`config.mk`:
```
export PLATFORM = sky130hd
export DESIGN_NAME = unified_addsub
export DESIGN_NICKNAME = d
export VERILOG_FILES = /design/src/rtl/addsub_pkg.sv /design/src/rtl/addsub_operand_prep.sv /design/src/rtl/addsub_carry_mux.sv /design/src/rtl/addsub_core.sv /design/src/rtl/unified_addsub.sv
export SDC_FILE = /design/constraint.sdc
export NUM_CORES = 1
export LEC_CHECK = 0
export ABC_AREA = 0
export BUFFER_PORTS_ARGS = -buffer_cell sky130_fd_sc_hd__buf_2
export CAP_MARGIN = 20
export CORE_MARGIN = 8
export CORE_UTILIZATION = 48
export DETAILED_ROUTE_END_ITERATION = 6
export GPL_ROUTABILITY_DRIVEN = 1
export GPL_TIMING_DRIVEN = 0
export PLACE_DENSITY_LB_ADDON = 0.25
export SETUP_SLACK_MARGIN = 0.3
export SYNTH_ARGS = -nofsm -noshare
export SYNTH_HDL_FRONTEND = slang
export SYNTH_HIERARCHICAL = 1
export SYNTH_SLANG_ARGS = --single-unit
export TNS_END_PERCENT = 5
```
`constraint.sdc`:
```
create_clock -name vclk -period 5.5
set_input_delay 0 -clock vclk [all_inputs]
set_output_delay 0 -clock vclk [all_outputs]
set_load 0.05 [all_outputs]
```
`src/rtl/addsub_pkg.sv`:
```
package addsub_pkg;

  typedef enum logic [1:0] {
    BSRC_REG   = 2'd0,
    BSRC_ZERO  = 2'd1,
    BSRC_ONES  = 2'd2,
    BSRC_SPARE = 2'd3
  } bsrc_e;

  typedef enum logic [1:0] {
    CIN_ZERO  = 2'd0,
    CIN_ONE   = 2'd1,
    CIN_FLAG  = 2'd2,
    CIN_SPARE = 2'd3
  } cin_e;

endpackage

```
`src/rtl/addsub_operand_prep.sv`:
```
module addsub_operand_prep
  import addsub_pkg::*;
#(
  parameter int WIDTH = 64
) (
  input  logic [WIDTH-1:0] a_raw,
  input  logic [WIDTH-1:0] b_raw,
  input  logic             invert,
  input  logic [1:0]       bsrc,
  output logic [WIDTH-1:0] a_eff,
  output logic [WIDTH-1:0] b_eff
);

  // I is a replicated invert flag, so A' = A xor I.
  logic [WIDTH-1:0] inv_mask;
  assign inv_mask = {WIDTH{invert}};
  assign a_eff    = a_raw ^ inv_mask;

  always_comb begin
    unique case (bsrc_e'(bsrc))
      BSRC_ZERO: b_eff = '0;
      BSRC_ONES: b_eff = '1;
      default:   b_eff = b_raw;
    endcase
  end

endmodule

```
`src/rtl/addsub_carry_mux.sv`:
```
module addsub_carry_mux
  import addsub_pkg::*;
(
  input  logic [1:0] csel,
  input  logic       flag,
  output logic       cin
);

  always_comb begin
    unique case (cin_e'(csel))
      CIN_ONE:  cin = 1'b1;
      CIN_FLAG: cin = flag;
      default:  cin = 1'b0;
    endcase
  end

endmodule

```
`src/rtl/addsub_core.sv`:
```
module addsub_core #(
  parameter int WIDTH = 64,
  parameter int SEG_W = 32
) (
  input  logic [WIDTH-1:0] a,
  input  logic [WIDTH-1:0] b,
  input  logic             cin,
  output logic [WIDTH-1:0] sum,
  output logic [WIDTH/SEG_W-1:0] seg_co
);

  localparam int NSEG = WIDTH / SEG_W;

  logic [NSEG:0] chain;
  assign chain[0] = cin;

  // Segmented ripple: each segment's carry out is exposed as a tap.
  for (genvar s = 0; s < NSEG; s++) begin : g_seg
    logic [SEG_W:0] seg_res;
    assign seg_res = {1'b0, a[s*SEG_W +: SEG_W]}
                   + {1'b0, b[s*SEG_W +: SEG_W]}
                   + {{SEG_W{1'b0}}, chain[s]};
    assign sum[s*SEG_W +: SEG_W] = seg_res[SEG_W-1:0];
    assign chain[s+1]            = seg_res[SEG_W];
    assign seg_co[s]             = seg_res[SEG_W];
  end

  // Compare the segmented chain against a single wide addition.
  logic [WIDTH:0] flat_ref;
  always_comb begin
    flat_ref = {1'b0, a} + {1'b0, b} + {{WIDTH{1'b0}}, cin};
    AST_SEGMENT_CHAIN: assert ({chain[NSEG], sum} == flat_ref) else $error("segment chain mismatch");
  end

endmodule

```
`src/rtl/unified_addsub.sv`:
```
module unified_addsub
  import addsub_pkg::*;
#(
  parameter int WIDTH    = 64,
  parameter int NARROW_W = 32
) (
  input  logic [WIDTH-1:0] op_a,
  input  logic [WIDTH-1:0] op_b,
  input  logic             inv_a,
  input  logic [1:0]       b_sel,
  input  logic [1:0]       c_sel,
  input  logic             ca_in,
  output logic [WIDTH-1:0] sum,
  output logic             co64,
  output logic             co32
);

  localparam int NSEG = WIDTH / NARROW_W;

  logic [WIDTH-1:0] a_eff;
  logic [WIDTH-1:0] b_eff;
  logic             cin;
  logic [NSEG-1:0]  seg_co;

  addsub_operand_prep #(.WIDTH(WIDTH)) prep_i (
    .a_raw  (op_a),
    .b_raw  (op_b),
    .invert (inv_a),
    .bsrc   (b_sel),
    .a_eff  (a_eff),
    .b_eff  (b_eff)
  );

  addsub_carry_mux cmux_i (
    .csel (c_sel),
    .flag (ca_in),
    .cin  (cin)
  );

  addsub_core #(.WIDTH(WIDTH), .SEG_W(NARROW_W)) core_i (
    .a      (a_eff),
    .b      (b_eff),
    .cin    (cin),
    .sum    (sum),
    .seg_co (seg_co)
  );

  assign co64 = seg_co[NSEG-1];
  assign co32 = seg_co[0];

  logic [NARROW_W:0] low_ref;
  always_comb begin
    low_ref = {1'b0, a_eff[NARROW_W-1:0]} + {1'b0, b_eff[NARROW_W-1:0]}
            + {{NARROW_W{1'b0}}, cin};
    AST_A_INVERT:   assert (inv_a ? (a_eff == ~op_a) : (a_eff == op_a)) else $error("A inversion");
    AST_B_ZERO:     assert (b_sel != 2'd1 || b_eff == '0) else $error("B zero");
    AST_B_ONES:     assert (b_sel != 2'd2 || b_eff == '1) else $error("B ones");
    AST_B_REG:      assert (b_sel[0] != b_sel[1] || b_eff == op_b) else $error("B register");
    AST_CIN_SELECT: assert (cin == ((c_sel == 2'd1) || (c_sel == 2'd2 && ca_in))) else $error("cin");
    AST_NARROW_CO:  assert (co32 == low_ref[NARROW_W]) else $error("narrow carry");
  end

endmodule

```
Yosys cells after proc, flatten, opt, wreduce, memory -nomap -nowiden
Cells that the tools add are included.

storage, ports and cells
  bits in registers = 0
  bits in latches = 0
  RAM bits = 0
  memory bits (read-only) = 0
  bits of input ports = 134
  output and inout bits = 66
  word-level logic and storage cells = 11
  memories = 0

operators by class
  add/sub/neg operators = 4
  multipliers = 0
  div/mod/pow operators = 0
  order comparisons = 0
  equal/unequal tests = 4
  shift operators = 0
  mux-type cells = 2
  bitwise logic cells = 1
  reduce and logical (&&, ||, !) cells = 0

operators with widths
  cell                number
  $pmux 64 s2         1
  $add 32x32->33      2
  $add 33x1->33       2
  $xor 64x64->64      1
  $eq 2x1->1 const B  2
  $eq 2x2->1 const B  2
  $pmux 1 s2          1

Depth between registers and ports, before layout
  depth after elaboration = 5
  depth in mapped cells = 30
  mapped depth without buffers = 29

Modules after synthesis
The synthesis kept the hierarchy.

modules (own cells, without submodules)
  module               times used  cells an instance  area an instance (um^2)  sequential area each (um^2)
  addsub_core          1           478                3,398.3                  0.0
  addsub_operand_prep  1           151                1,764.2                  0.0
  addsub_carry_mux     1           6                  41.3                     0.0

Least setup slack after synthesis
Ideal clock, no wire load.

  path kind = input to output
  from = input b_sel[0]
  to = output sum[46]
  data arrival time = 5,714 ps
  required time = 5,500 ps
  path slack = -214 ps
  cell stages on the path = 30
  buffers on the path = 2
  cells stage by stage = inv_1 ha_1 buf_6 buf_12 mux2_4 inv_1 fa_1 inv_1 fa_1 a21o_1 a21o_1 a21oi_1 o21ai_1 a2111oi_2 nor2_1 a21o_1 and3_1 nor3_1 fa_1 inv_1 fa_1 a21oi_1 o21ai_0 nor2b_1 o21bai_1 a21oi_1 nor2b_1 a21oi_1 o21ai_0 xor2_1

between the ends
  cells in the longest elaborated chain, start to end = 5
  elaborated cells on any way between the ends = 7
  those cells by class = add/sub (4); eq/ne (2); mux (1)

RTL lines
  what                                             RTL line                   RTL
  start: declaration                               unified_addsub.sv:10       input logic [1:0] b_sel,
  $eq 2x2->1 / $eq 2x1->1 (equally long branches)  addsub_operand_prep.sv:20  unique case (bsrc_e'(bsrc))
  $pmux 64 s2 *                                    addsub_operand_prep.sv:20
  named net b_eff[0]                               unified_addsub.sv:21       logic [WIDTH-1:0] b_eff;
  $add 32x32->33 *                                 --
  $add 33x1->33 * (2 in a row)                     addsub_core.sv:22          + {{SEG_W{1'b0}}, chain[s]};
  end: declaration                                 unified_addsub.sv:13       output logic [WIDTH-1:0] sum,

Mark *: on every way through the listed nets, which the timed path passes. The rest lies on a longest branch.

Worst setup path in the final report
  from = input b_sel[0]
  to = output sum[53]

Same word-level chain as after synthesis.

==> results.json <==
{
  "track_usage_pct": 23.3,
  "portBuffers": 199,
  "worstMarginPinSlew_ns": 0.420,
  "grt_max_degree": 11,
  "cp_top_family": "compound AO/OA/AOI/OAI gates",
  "grt_use_met1_pct": 26.6,
  "firstDrtPassIters": 4,
  "internal_power_mw": 0.752,
  "fin_total_pwr_mw": 2.21,
  "status": "completed",
  "final_cell_area_um2": 6900,
  "nets": 1058,
  "required_ns": 5.50,
  "vias_per_cell": 5.59,
  "first_global_vias": 5912,
  "max_slew_margin_pct": 71.7,
  "cap_violations": 0,
  "seqCellArea_um2": 0,
  "yosys.area.top_type": "mux2_4",
  "wl_um": 17900,
  "ant_nets": 0,
  "synthCells": 635,
  "end_kind": "output pin",
  "dp_hpwl_um": 14200,
  "p_leak_nw": 3.64,
  "core_area_um2": 10700,
  "dr.first_iter.drc_count": 270,
  "n_fill_cell": 939,
  "cp_max_fo": 10,
  "critPathMaxStageDelay_ns": 0.41,
  "synthTopCellsByArea": "mux2_4, ha_1, xor2_1",
  "power_density_nw_per_um2": 320,
  "final_cell_mix": "buf_2, xor2_1, ha_1",
  "antenna_found_initial": 4,
  "grt_setup_unrepaired": "true",
  "gp_congestion": 0.970,
  "yosysWarnings": 6,
  "yosys.area.top_type_share_pct": 17.3,
  "path_class": "in2out",
  "tns_ns": 0,
  "finalMaxSlewViolations": 0,
  "setup_ws_ns": 0.201,
  "die_w_um": 120,
  "syn_area_um2": 5200,
  "post-route-drc-count": 0,
  "cp-start-kind": "input pin",
  "start_util_pct": 48.6,
  "setup_viol": 0,
  "peakVddDrop_mv": 0.247,
  "rows": 38,
  "post-route-period-util_pct": 96.3,
  "design.seq.count": 0,
  "ys_seq_area_share_pct": 0,
  "syn_nets": 838,
  "synth.distinct_cells": 56,
  "synthToLayoutAreaGrowth_pct": 32.6,
  "p_sw_share_pct": 66.0,
  "grt-ovfl-total": 0,
  "p_seq_share_pct": 0,
  "utilization_pct": 64.5,
  "holdWs_ns": 0.642,
  "post_drt_wl_per_cell_um": 18.0,
  "io_pins": 200,
  "cp_num_cells": 27,
  "use_met2_pct": 44.1,
  "drive_gt1_share_pct": 43.0,
  "whs_path_depth": 5,
  "layout.cells.non_filler": 995,
  "fin_crit_ns": 5.30,
  "pre_cts_ws_ns": -0.806,
  "top_usage_layer": "met2",
  "path_buf_inv": 6,
  "grt_pass1_wl_um": 28500,
  "cts_hold_buffers": 0,
  "dp_cells": 974,
  "vias": 5560,
  "hp-class": "in2out",
  "place_area_um2": 6460,
  "fmax_mhz": 189,
  "clkbuf_count": 0,
  "syn_area_per_cell_um2": 8.19,
  "dieArea_um2": 14400,
  "gr-usage-met3_pct": 3.99,
  "report.final.hold_viol_count": 0,
  "p_comb_share_pct": 100.0,
  "cp_data_arrival_time_ns": 5.30,
  "p_sw_mw": 1.46,
  "slowest_stage": "or3_1",
  "clockPowerShare_pct": 0,
  "die_h_um": 120,
  "final_common_cell": "buf_2"
}
[tightest hold or removal path, stage by stage]
cell,delay (ns)
buf_2,0.08
mux2_4,0.14
ha_4,0.14
xnor2_1,0.07
buf_2,0.21
[path summary, 6_finish.rpt]
kind | start | end | slack [ns]
min | op_b[6] | sum[6] | 0.64
max | b_sel[0] | sum[53] | 0.20
[logic make-up (layout without fill, tap and decap cells)]
kind of cell             Yosys count  in the layout  synth area share [%]
AO/OA/AOI/OAI                    185            185                  23.5
AND/OR/NAND/NOR                  141            141                  13.5
XOR/XNOR                         119            119                  20.0
adder cells (fa/ha/maj)           69             69                  17.2
multiplexers                      65             65                  18.4
buffers and inverters             56            274                  7.38
other                              0              2                     0
[synthesized netlist by cell type, drive strengths merged, types with 2 or more instances]
| library cell | number |
|---|---|
| nor2b | 15 |
| o2111ai | 2 |
| xor2 | 87 |
| inv | 22 |
| buf | 24 |
| nand2 | 31 |
| nand2b | 5 |
| or3 | 2 |
| o21a | 11 |
| and3 | 9 |
| nand3 | 18 |
| a21oi | 63 |
| a31oi | 9 |
| a211o | 4 |
| a21boi | 5 |
| mux2 | 64 |
| nor3 | 3 |
| o21ai | 28 |
| o21bai | 9 |
| a31o | 3 |
| clkbuf | 10 |
| and2 | 3 |
| nand4 | 8 |
| xnor2 | 32 |
| fa | 4 |
| or2 | 2 |
| ha | 65 |
| a211oi | 2 |
| a21o | 33 |
| a221o | 3 |
| and2b | 2 |
| o211ai | 7 |
| and4 | 3 |
| nor2 | 36 |
[power by group through the flow]
stage / registers (mW) / clock network (mW) / logic [mW]
global route: 0 / 0.0000000486 / 2.34
floorplan: 0 / 0 / 1.62
detailed placement: 0 / 0 / 2.05
finish: 0 / 0.0000000487 / 2.21
CTS: 0 / 0 / 2.17
global placement: 0 / 0 / 2.03
[routing by layer]
layer  routed length [um]  vias to the layer above
li1                     -                     2734
met1                 7120                     2580
met2                 9110                      205
met3                 1280                       37
met4                  410                        4
met5                   25                        -
[layout make-up]
type	instances	area [um2]	area share (%)
multi-input combinational	579	5070	73.5
timing repair buffer	218	1240	17.9
buffer	34	328	4.75
inverter	22	85.1	1.23
tap	140	175	2.54
antenna	2	5.00	0.0725
[repair_timing]
| action | 4_1_cts | 5_1_grt |
|---|---|---|
| setup endpoints to repair | 25 | 20 |
| gates resized for setup | 59 | 15 |
| pin swaps | 31 | 18 |
| buffers inserted | 17 | 1 |
| gates cloned | 1 | 0 |
Note: power is estimated with default switching activity, not from simulation.
